<file path="config.mk">
export PLATFORM = sky130hd
export DESIGN_NAME = serial_rx_core
export DESIGN_NICKNAME = d
export VERILOG_FILES = /design/src/rtl/srx_pkg.sv /design/src/rtl/srx_sampler.sv /design/src/rtl/srx_fifo.sv /design/src/rtl/serial_rx_core.sv
export SDC_FILE = /design/constraint.sdc
export NUM_CORES = 1
export LEC_CHECK = 0
export ABC_AREA = 0
export BUFFER_PORTS_ARGS = -buffer_cell sky130_fd_sc_hd__buf_4
export CAP_MARGIN = 5
export CORE_MARGIN = 1
export CORE_UTILIZATION = 54
export CTS_CLUSTER_DIAMETER = 50
export DETAILED_ROUTE_END_ITERATION = 8
export PLACE_DENSITY = 0.76
export SLEW_MARGIN = 15
export SYNTH_ARGS = -nofsm -noshare
export SYNTH_HDL_FRONTEND = slang
export SYNTH_HIERARCHICAL = 1
export SYNTH_SLANG_ARGS = --single-unit
</file>
<file path="constraint.sdc">
create_clock -name clk -period 2.2 [get_ports clk]
set_input_delay 0.11 -clock clk [delete_from_list [all_inputs] [get_ports clk]]
set_output_delay 0.11 -clock clk [all_outputs]
set_load 0.02 [all_outputs]
</file>
<file path="src/rtl/srx_pkg.sv">
package srx_pkg;
  localparam int OSR_SLOW = 16;
  localparam int OSR_FAST = 8;

  typedef struct packed {
    logic [7:0] data;
    logic       ninth;
    logic       ferr;
    logic       perr;
  } rx_char_t;

  typedef enum logic [2:0] {
    S_IDLE, S_START, S_DATA, S_NINE, S_PAR, S_STOP, S_HOLD
  } rx_state_t;
endpackage

</file>
<file path="src/rtl/srx_sampler.sv">
module srx_sampler
  import srx_pkg::*;
#(
  parameter int DIV_W = 16
) (
  input  logic             clk,
  input  logic             rst,
  input  logic             en,
  input  logic             rxd_i,
  input  logic [DIV_W-1:0] div_i,
  input  logic             fast_i,
  input  logic             use9_i,
  input  logic             par_en_i,
  input  logic             par_odd_i,
  output logic             start_o,
  output logic             done_o,
  output rx_char_t         char_o
);
  localparam logic [4:0] LAST_S = 5'(OSR_SLOW);
  localparam logic [4:0] LAST_F = 5'(OSR_FAST);
  localparam logic [4:0] MID_S  = 5'(OSR_SLOW / 2);
  localparam logic [4:0] MID_F  = 5'(OSR_FAST / 2);

  logic [DIV_W-1:0] bcnt;
  logic             tick;
  logic [1:0]       sync_q;
  logic             rx;
  rx_state_t        st;
  logic [4:0]       phase;
  logic [2:0]       bitn;
  logic [7:0]       shreg;
  logic             ninth_q, psum, s0, s1;
  logic [4:0]       last_ph, mid_ph;
  logic             maj, decide, end_bit;

  assign tick    = (bcnt == '0);
  assign rx      = sync_q[1];
  assign last_ph = fast_i ? LAST_F : LAST_S;
  assign mid_ph  = fast_i ? MID_F : MID_S;
  assign maj     = (s0 & s1) | (s0 & rx) | (s1 & rx);
  assign decide  = (phase == mid_ph + 5'd1);
  assign end_bit = (phase == last_ph);

  always_ff @(posedge clk) begin
    if (rst) begin
      bcnt   <= '0;
      sync_q <= 2'b11;
    end else begin
      bcnt   <= tick ? div_i : bcnt - 1'b1;
      sync_q <= {sync_q[0], rxd_i};
    end
  end

  always_ff @(posedge clk) begin
    if (rst) begin
      st      <= S_IDLE;
      phase   <= 5'd1;
      bitn    <= '0;
      shreg   <= '0;
      ninth_q <= 1'b0;
      psum    <= 1'b0;
      s0      <= 1'b1;
      s1      <= 1'b1;
      start_o <= 1'b0;
      done_o  <= 1'b0;
      char_o  <= '0;
    end else begin
      start_o <= 1'b0;
      done_o  <= 1'b0;
      if (!en) begin
        st <= S_IDLE;
      end else if (tick) begin
        case (st)
          S_IDLE: begin
            if (!rx) begin
              st      <= S_START;
              phase   <= 5'd1;
              psum    <= 1'b0;
              ninth_q <= 1'b0;
              start_o <= 1'b1;
            end
          end
          S_HOLD: begin
            if (rx) st <= S_IDLE;
          end
          default: begin
            if (phase == mid_ph - 5'd1) s0 <= rx;
            if (phase == mid_ph) s1 <= rx;
            if (st == S_START && phase == mid_ph && rx) begin
              st <= S_IDLE;
            end else if (decide) begin
              phase <= phase + 5'd1;
              case (st)
                S_DATA: begin
                  shreg <= {maj, shreg[7:1]};
                  psum  <= psum ^ maj;
                end
                S_NINE: begin
                  ninth_q <= maj;
                  psum    <= psum ^ maj;
                end
                S_PAR: psum <= psum ^ maj;
                S_STOP: begin
                  done_o       <= 1'b1;
                  char_o.data  <= shreg;
                  char_o.ninth <= ninth_q;
                  char_o.ferr  <= ~maj;
                  char_o.perr  <= par_en_i && (psum != par_odd_i);
                  st           <= maj ? S_IDLE : S_HOLD;
                end
                default: ;
              endcase
            end else if (end_bit) begin
              phase <= 5'd1;
              case (st)
                S_START: begin
                  st   <= S_DATA;
                  bitn <= '0;
                end
                S_DATA: begin
                  if (bitn == 3'd7)
                    st <= use9_i ? S_NINE : (par_en_i ? S_PAR : S_STOP);
                  bitn <= bitn + 3'd1;
                end
                S_NINE: st <= par_en_i ? S_PAR : S_STOP;
                S_PAR:  st <= S_STOP;
                default: ;
              endcase
            end else begin
              phase <= phase + 5'd1;
            end
          end
        endcase
      end
    end
  end


  phase_range_chk: assert property (@(posedge clk) disable iff (rst)
    (st != S_IDLE && st != S_HOLD) |-> (phase >= 5'd1 && phase <= LAST_S));


  stop_hold_chk: assert property (@(posedge clk) disable iff (rst)
    (done_o && char_o.ferr) |-> (st == S_HOLD));
endmodule

</file>
<file path="src/rtl/srx_fifo.sv">
module srx_fifo
  import srx_pkg::*;
#(
  parameter int DEPTH = 2
) (
  input  logic     clk,
  input  logic     rst,
  input  logic     push,
  input  rx_char_t wdata,
  input  logic     pop,
  output rx_char_t rdata,
  output logic     full,
  output logic     empty
);
  localparam int AW = (DEPTH > 1) ? $clog2(DEPTH) : 1;
  localparam int CW = $clog2(DEPTH + 1);
  localparam logic [AW-1:0] PTR_MAX = AW'(DEPTH - 1);
  localparam logic [CW-1:0] CNT_MAX = CW'(DEPTH);

  rx_char_t        mem [DEPTH];
  logic [AW-1:0]   wp, rp;
  logic [CW-1:0]   cnt;
  logic            pop_ok, push_ok;

  assign empty   = (cnt == '0);
  assign full    = (cnt == CNT_MAX);
  assign pop_ok  = pop && !empty;
  assign push_ok = push && (!full || pop_ok);
  assign rdata   = mem[rp];

  always_ff @(posedge clk) begin
    if (push_ok) mem[wp] <= wdata;
  end

  always_ff @(posedge clk) begin
    if (rst) begin
      wp  <= '0;
      rp  <= '0;
      cnt <= '0;
    end else begin
      if (push_ok) wp <= (wp == PTR_MAX) ? '0 : wp + 1'b1;
      if (pop_ok)  rp <= (rp == PTR_MAX) ? '0 : rp + 1'b1;
      case ({push_ok, pop_ok})
        2'b10:   cnt <= cnt + 1'b1;
        2'b01:   cnt <= cnt - 1'b1;
        default: ;
      endcase
    end
  end


  no_overflow_chk: assert property (@(posedge clk) disable iff (rst)
    (push && full) |-> pop);
endmodule

</file>
<file path="src/rtl/serial_rx_core.sv">
module serial_rx_core
  import srx_pkg::*;
#(
  parameter int DIV_W = 16,
  parameter int DEPTH = 2
) (
  input  logic             clk,
  input  logic             rst,
  input  logic             rxd_i,
  input  logic [DIV_W-1:0] div_i,
  input  logic             gie_i,
  input  logic             wr_en_i,
  input  logic             wr_sel_i,
  input  logic [5:0]       wr_data_i,
  input  logic             rd_i,
  output logic [7:0]       rdata_o,
  output logic             rbit9_o,
  output logic [7:0]       stat_o,
  output logic             irq_o
);
  logic     en_q, par_en_q, par_odd_q, use9_q, irq_en_q, fast_q, mp_q;
  logic     start_evt, done_evt, done_acc;
  rx_char_t done_chr, pend, head, push_chr;
  logic     pend_v, ovr_q, irq_q;
  logic     full, empty, ready, pop, can_push, push, ovr_hit;

  srx_sampler #(.DIV_W(DIV_W)) u_smp (
    .clk(clk), .rst(rst), .en(en_q), .rxd_i(rxd_i), .div_i(div_i),
    .fast_i(fast_q), .use9_i(use9_q), .par_en_i(par_en_q),
    .par_odd_i(par_odd_q), .start_o(start_evt), .done_o(done_evt),
    .char_o(done_chr)
  );

  srx_fifo #(.DEPTH(DEPTH)) u_buf (
    .clk(clk), .rst(rst), .push(push), .wdata(push_chr), .pop(pop),
    .rdata(head), .full(full), .empty(empty)
  );

  assign ready    = !empty;
  assign pop      = rd_i && ready;
  assign can_push = !full || pop;
  assign done_acc = done_evt && !(mp_q && !done_chr.ninth);
  assign ovr_hit  = start_evt && pend_v && full && !pop;

  always_comb begin
    push     = 1'b0;
    push_chr = pend;
    if (pend_v && can_push) begin
      push = 1'b1;
    end else if (done_acc && can_push) begin
      push     = 1'b1;
      push_chr = done_chr;
    end
  end

  always_ff @(posedge clk) begin
    if (rst) begin
      en_q <= 1'b0; par_en_q <= 1'b0; par_odd_q <= 1'b0;
      use9_q <= 1'b0; irq_en_q <= 1'b0; fast_q <= 1'b0; mp_q <= 1'b0;
    end else if (wr_en_i) begin
      if (wr_sel_i) begin
        fast_q <= wr_data_i[4];
        mp_q   <= wr_data_i[5];
      end else begin
        en_q      <= wr_data_i[0];
        par_en_q  <= wr_data_i[1];
        par_odd_q <= wr_data_i[2];
        use9_q    <= wr_data_i[3];
        irq_en_q  <= wr_data_i[4];
      end
    end
  end

  always_ff @(posedge clk) begin
    if (rst) begin
      pend_v <= 1'b0;
      pend   <= '0;
      ovr_q  <= 1'b0;
      irq_q  <= 1'b0;
    end else begin
      irq_q <= ready && irq_en_q && gie_i;
      if (ovr_hit)   ovr_q <= 1'b1;
      else if (pop)  ovr_q <= 1'b0;
      if (ovr_hit) begin
        pend_v <= 1'b0;
      end else if (pend_v && can_push) begin
        if (done_acc) pend <= done_chr;
        else          pend_v <= 1'b0;
      end else if (done_acc && !can_push) begin
        pend_v <= 1'b1;
        pend   <= done_chr;
      end
    end
  end

  assign rdata_o = head.data;
  assign rbit9_o = head.ninth;
  assign irq_o   = irq_q;
  assign stat_o  = {2'b00, mp_q, fast_q, ovr_q,
                    ready & head.perr, ready & head.ferr, ready};


  irq_gate_chk: assert property (@(posedge clk) disable iff (rst)
    irq_o |-> $past(ready && irq_en_q && gie_i));


  ovr_cause_chk: assert property (@(posedge clk) disable iff (rst)
    $rose(ovr_q) |-> $past(pend_v && full && start_evt));


  mp_drop_chk: assert property (@(posedge clk) disable iff (rst)
    (done_evt && mp_q && !done_chr.ninth && !pend_v) |-> !push);


  errs_stable_chk: assert property (@(posedge clk) disable iff (rst)
    (wr_en_i && wr_sel_i && ready && !rd_i) |=> $stable({head.ferr, head.perr}));
endmodule

</file>
==> results of run 1 <==
Yosys cell counts (2+ instances only):
cell type,number
dfxtp_1,80
nor2_1,69
mux2i_1,42
nand2b_1,29
nand2_1,27
edfxtp_1,22
a21oi_1,20
clkbuf_1,19
a211oi_1,13
nor3_1,13
mux2_2,11
mux2_4,11
xnor2_1,11
inv_1,10
nand3_1,10
buf_4,7
ha_1,7
nor2b_1,7
o21ai_1,7
o21ai_0,6
xor2_1,6
buf_2,5
and3_1,4
or2_1,4
nand3b_1,3
o21ai_2,3
or4_1,3
a311oi_1,2
and2_1,2
and2b_2,2
and3b_1,2
nand4_1,2
nor3_2,2
nor4_1,2
nor4_4,2
nor4b_2,2
o211ai_1,2
o21a_1,2
o31ai_1,2
or2_0,2
or2_2,2
or3_1,2
kinds of logic (layout without fill, tap and decap cells):
| group | count (synthesis) | in the layout | share of synthesized area |
|---|---|---|---|
| and+or+nand+nor | 202 | 202 | 0.2238 |
| DFF | 102 | 102 | 0.4475 |
| AOI/OAI and AO/OA | 69 | 69 | 0.09060 |
| muxes | 65 | 65 | 0.1426 |
| buffers and inverters | 46 | 96 | 0.04604 |
| xor gates and xnor gates | 17 | 17 | 0.02945 |
| adders and majority gates | 8 | 8 | 0.01931 |
| other | 1 | 2 | 0.0007419 |
critical path: stages, from the launching register on:
cell and delay [ns]:
dfxtp_1 0.34, inv_1 0.10, ha_1 0.15, nor4b_4 0.24, and4_4 0.30, nand2_1 0.14, nor4_1 0.45, mux2i_1 0.23
nor2_1 0.05
sequential cells by signal, indices dropped and copies added (netlist names), 2 cells and up, named ones only:
register      count
u_smp/bitn        3
u_smp/phase       5
u_buf/cnt         2
u_smp/bcnt       16
u_buf/mem        22
pend             11
u_smp/sync_q      2
u_smp/st          3
u_smp/shreg       8
u_smp/char_o     11
final cells by class:
cell class / instances / share of cell area
multi-input combinational: 363 / 0.4496
clock buffer: 11 / 0.02287
timing repair buffer: 68 / 0.09410
clock inverter: 5 / 0.007841
sequential: 102 / 0.3938
inverter: 12 / 0.008277
tap: 108 / 0.02352
repair_timing:
item,in CTS,in global routing
endpoints found under the hold margin,7,0
setup buffers,0,1
resized for setup,0,5
hold buffers,7,0
endpoints found under the setup margin,0,6
worst min path at each step:
stage                   start              end  slack, ns
finish              div_i[10]   u_smp/bcnt[10]       0.04
global route         div_i[2]    u_smp/bcnt[2]       0.04
CTS                   wr_en_i             mp_q       0.02
detailed placement      rxd_i  u_smp/sync_q[0]       0.30
global placement        rxd_i  u_smp/sync_q[0]       0.30
floorplan                 rst             flop       0.18
report_power, final:
part,internal [mW],switching (mW)
Clock,0.427,0.633
Combinational,0.510,0.536
Sequential,2.04,0.182
Total,2.98,1.35
per-stage QoR:
| stage | utilization | area, um2 | std cells | power, mW |
|---|---|---|---|---|
| finish | 0.6461 | 5744 | 669 | 4.329 |
| global route | 0.6461 | 5744 | 669 | 4.594 |
| CTS | 0.6431 | 5718 | 668 | 4.356 |
| detailed placement | 0.6154 | 5472 | 645 | 3.278 |
| global placement | 0.6154 | 5472 | 645 | 3.244 |
| floorplan | - | 5059 | 511 | 3.070 |
metal layers:
layer | global-route usage | vias up | part of all wire | wire, um
met4 | 0.08266 | 0 | 0.015 | 144
li1 | - | 1859 | - | -
met3 | 0.03972 | 14 | 0.043 | 404
met5 | 0 | - | 0 | 0
met2 | 0.3491 | 103 | 0.48 | 4522
met1 | 0.2454 | 1709 | 0.46 | 4258
==> out/results.ini, run 1 <==
[outcome]
status=complete, no violations

[critical_path]
r2r-end=u_smp/ninth_q
timing.critical_path.to=u_smp/ninth_q
ff2ff_path_depth=8
critPathLaunchType=flop
end_kind=flop
arrival_ns=2.35
worstSetupPathType=reg -> reg
required_ns=2.44
crit_fanout=4
cp-startpoint=u_smp/bcnt[0]
reg2reg_from=u_smp/bcnt[0]
regToRegSetupSlack_ns=0.09

[floorplan]
std_cell_rows=34
start_util=0.5685
io_pins=47
die_w_um=98.75
coreArea_mm2=0.008891
die_h_um=98.75
die_area_mm2=0.009752

[finish]
n_antenna_cell=0
seq_area_mm2=0.002262
fillers=718
area_growth_pct=13.64
drive_gt1_frac=0.2228
multi_input_area_mm2=0.002582
mostFrequentLayoutCells=80 x dfxtp_1, 68 x nor2_1, 60 x buf_4
nNetsFinal=592
final_common_cell=dfxtp_1

[route]
via_count=3685
first_pass_iters=4
wl_per_cell_um=13.95
via_per_inst=5.508
routed_wl_mm=9.330
drt_iter0_drc=132
drcViolationCount=0
ant_nets=0

[sta]
timing.setup.tns_ns=0
tightestPinTransition_ns=0.5379
hold_violations=0
rsz0062_at_grt=false
max_clock_freq_mhz=472.8
setup_viol=0
max_slew_margin=0.6407
setup_slack_ns=0.08501
final.period_utilization=0.9614
hold_slack_ns=0.04032
fin_crit_ns=2.115
skew_ns=0.01319
final_max_slew_viol_count=0

[synthesis]
syn_inst=510
synth_seq_cells=102
yosys_warnings=6
synth_cell_types=73
yosysTopAreaCell=dfxtp_1
synth_edf_count=22
syn_avg_cell_area_um2=9.911
synth_ff_type=dfxtp_1
synthArstFlopShare=0
synth.top_cell.area_share=0.3168
synth_area_mm2=0.005055
synth_seq_area_share=0.4475
synthTopCellsByArea=dfxtp_1 32%, edfxtp_1 13%, mux2i_1 8.3%, nor2_1 5.1%, nand2b_1 3.6%

[cts]
cts_root_buffer=clkbuf_8
clk_pin_slew_ns=0.09
clkLatencyLatePin_ns=0.36
cts.sinks=102
cts_made_buffers=9
clockBufferDepth=2
h-tree-depth=3
cts_tree=yes

[power_and_ir_drop]
p_leak_nw=2.244
ir_worst_vdd_mv=0.5489
power.density_mw_per_mm2=753.6

[place]
gp_congestion=0.9006
place_ws_ns=0.1124
hpwl_mm=6.585
port_buffers=44

[global_routing]
grt_max_degree=34
grt_pass1_vias=3535
grtUsageTotal=0.2015
grt_pass1_wl_mm=15.87
antenna_found_initial=0
grt_overflow=0

[hold_path]
hold_class=in -> reg
whs_path_depth=3

[run]
maxCapViolations=0

No activity file was read; power rests on OpenSTA's default activity.
==> run 2, diff against run 1 <==
- BUFFER_PORTS_ARGS: -buffer_cell sky130_fd_sc_hd__buf_4 -> default
- CAP_MARGIN: 5 -> 15
- CORE_MARGIN: 1 -> default
- CORE_UTILIZATION: 54 -> 57
- DONT_BUFFER_PORTS: default -> 1
- PLACE_DENSITY: 0.76 -> 0.75
==> out/results.ini, run 2 (same netlist as run 1, synthesis figures left out) <==
[outcome]
status=complete, no violations

[finish]
final_common_cell=dfxtp_1
multi_input_area_mm2=0.002603
instances_no_fill=642
nNetsFinal=568
fillers=685
n_antenna_cell=0
fin_area_mm2=0.005672
top_register=u_buf/mem
seq_area_mm2=0.002262
largest_register_ffs=22
drive_gt1_frac=0.1620
final_util=0.6767
area_growth_pct=12.20
mostFrequentLayoutCells=80 x dfxtp_1, 68 x nor2_1, 42 x mux2i_1
reg_top3=u_buf/mem: 22 flops, u_smp/bcnt: 16 flops

[run]
maxCapViolations=0

[cts]
h-tree-depth=3
cts_tree=yes
clk_pin_slew_ns=0.11
cts_made_buffers=9
clockBufferDepth=2
cts_root_buffer=clkbuf_8
postCtsSetupBuffers=0
cts.sinks=102
clkLatencyLatePin_ns=0.37

[critical_path]
arrival_ns=2.37
crit_fanout=5
worstSetupPathType=reg -> reg
end_kind=flop
critPathLaunchType=flop
required_ns=2.51

[place]
port_buffers=0
place_ws_ns=0.1386
placed_cells=597
hpwl_mm=6.205
gp_congestion=0.8898
place_area_mm2=0.005117

[global_routing]
grt_max_degree=89
grtUsageTotal=0.2162
grt_pass1_wl_mm=15.54
grt_pass1_vias=3500
grt_overflow=0
antenna_found_initial=0

[floorplan]
io_pins=47
start_util=0.6031
die_area_mm2=0.009249
die_w_um=96.17
die_h_um=96.17
coreArea_mm2=0.008382
std_cell_rows=33

[sta]
max_clock_freq_mhz=485.5
hold_slack_ns=0.04521
final.period_utilization=0.9363
fin_crit_ns=2.060
final_max_slew_viol_count=0
max_slew_margin=0.6152
setup_slack_ns=0.1402
timing.setup.tns_ns=0
setup_viol=0
skew_ns=0.01538
hold_violations=0
tightestPinTransition_ns=0.5764
rsz0062_at_grt=false

[power_and_ir_drop]
ir_worst_vdd_mv=0.6159
power.density_mw_per_mm2=786.3
p_leak_nw=2.142
p_total_mw=4.460

[route]
routed_wl_mm=9.306
drcViolationCount=0
ant_nets=0
drt_iter0_drc=133
via_count=3581
wl_per_cell_um=14.50
via_per_inst=5.578
first_pass_iters=4

[hold_path]
hold_class=in -> reg

[run 2: cell types whose count changed in the layout (fill, tap and decap cells not counted), moves of 2 or more]
cell,change
inv_8,+2
buf_4,-45
clkbuf_1,-2
dlygate4sd3_1,+21
[run 2: final timing paths]
kind,start,endpoint,slack [ns],cells after the start
max,u_smp/phase[0],u_smp/psum,0.14,8
min,div_i[3],u_smp/bcnt[3],0.05,2
max reg2reg,u_smp/phase[0],u_smp/psum,0.14,8
min reg2reg,u_smp/sync_q[0],u_smp/sync_q[1],0.44,1
[run 2: what timing repair did]
| action | CTS | global route |
|---|---|---|
| resized for setup | 0 | 9 |
| hold endpoints to repair | 76 | 0 |
| endpoints found under the setup margin | 0 | 5 |
| hold buffers | 29 | 0 |
[run 2: area by class of cell]
type | instances | area share
Clock buffer | 9 | 0.02184
Clock inverter | 7 | 0.01478
Inverter | 12 | 0.008383
Multi-Input combinational cell | 363 | 0.4589
Sequential cell | 102 | 0.3989
Tap cell | 105 | 0.02316
Timing Repair Buffer | 44 | 0.07412
[run 2: critical path, cell delays in order, from the launching register on]
cell and delay, ns:
dfxtp_1 0.45, inv_1 0.07, ha_1 0.23, nor2b_1 0.15
o21ai_2 0.11, a21oi_2 0.14, nand2b_1 0.19, or4b_1 0.52
a21oi_1 0.16
[run 2: layer usage]
layer	vias up	global-route usage	wire length (um)
li1	1821	-	-
met1	1667	0.2662	4197
met2	78	0.3712	4593
met3	15	0.03397	340
met4	0	0.09577	174
met5	-	0	0
[run 2: power breakdown]
part | switching, mW | leakage, nW | internal, mW
logic | 0.535 | 1.18 | 0.500
clock network | 0.741 | 0.105 | 0.464
registers | 0.178 | 0.852 | 2.04
total | 1.45 | 2.14 | 3.01
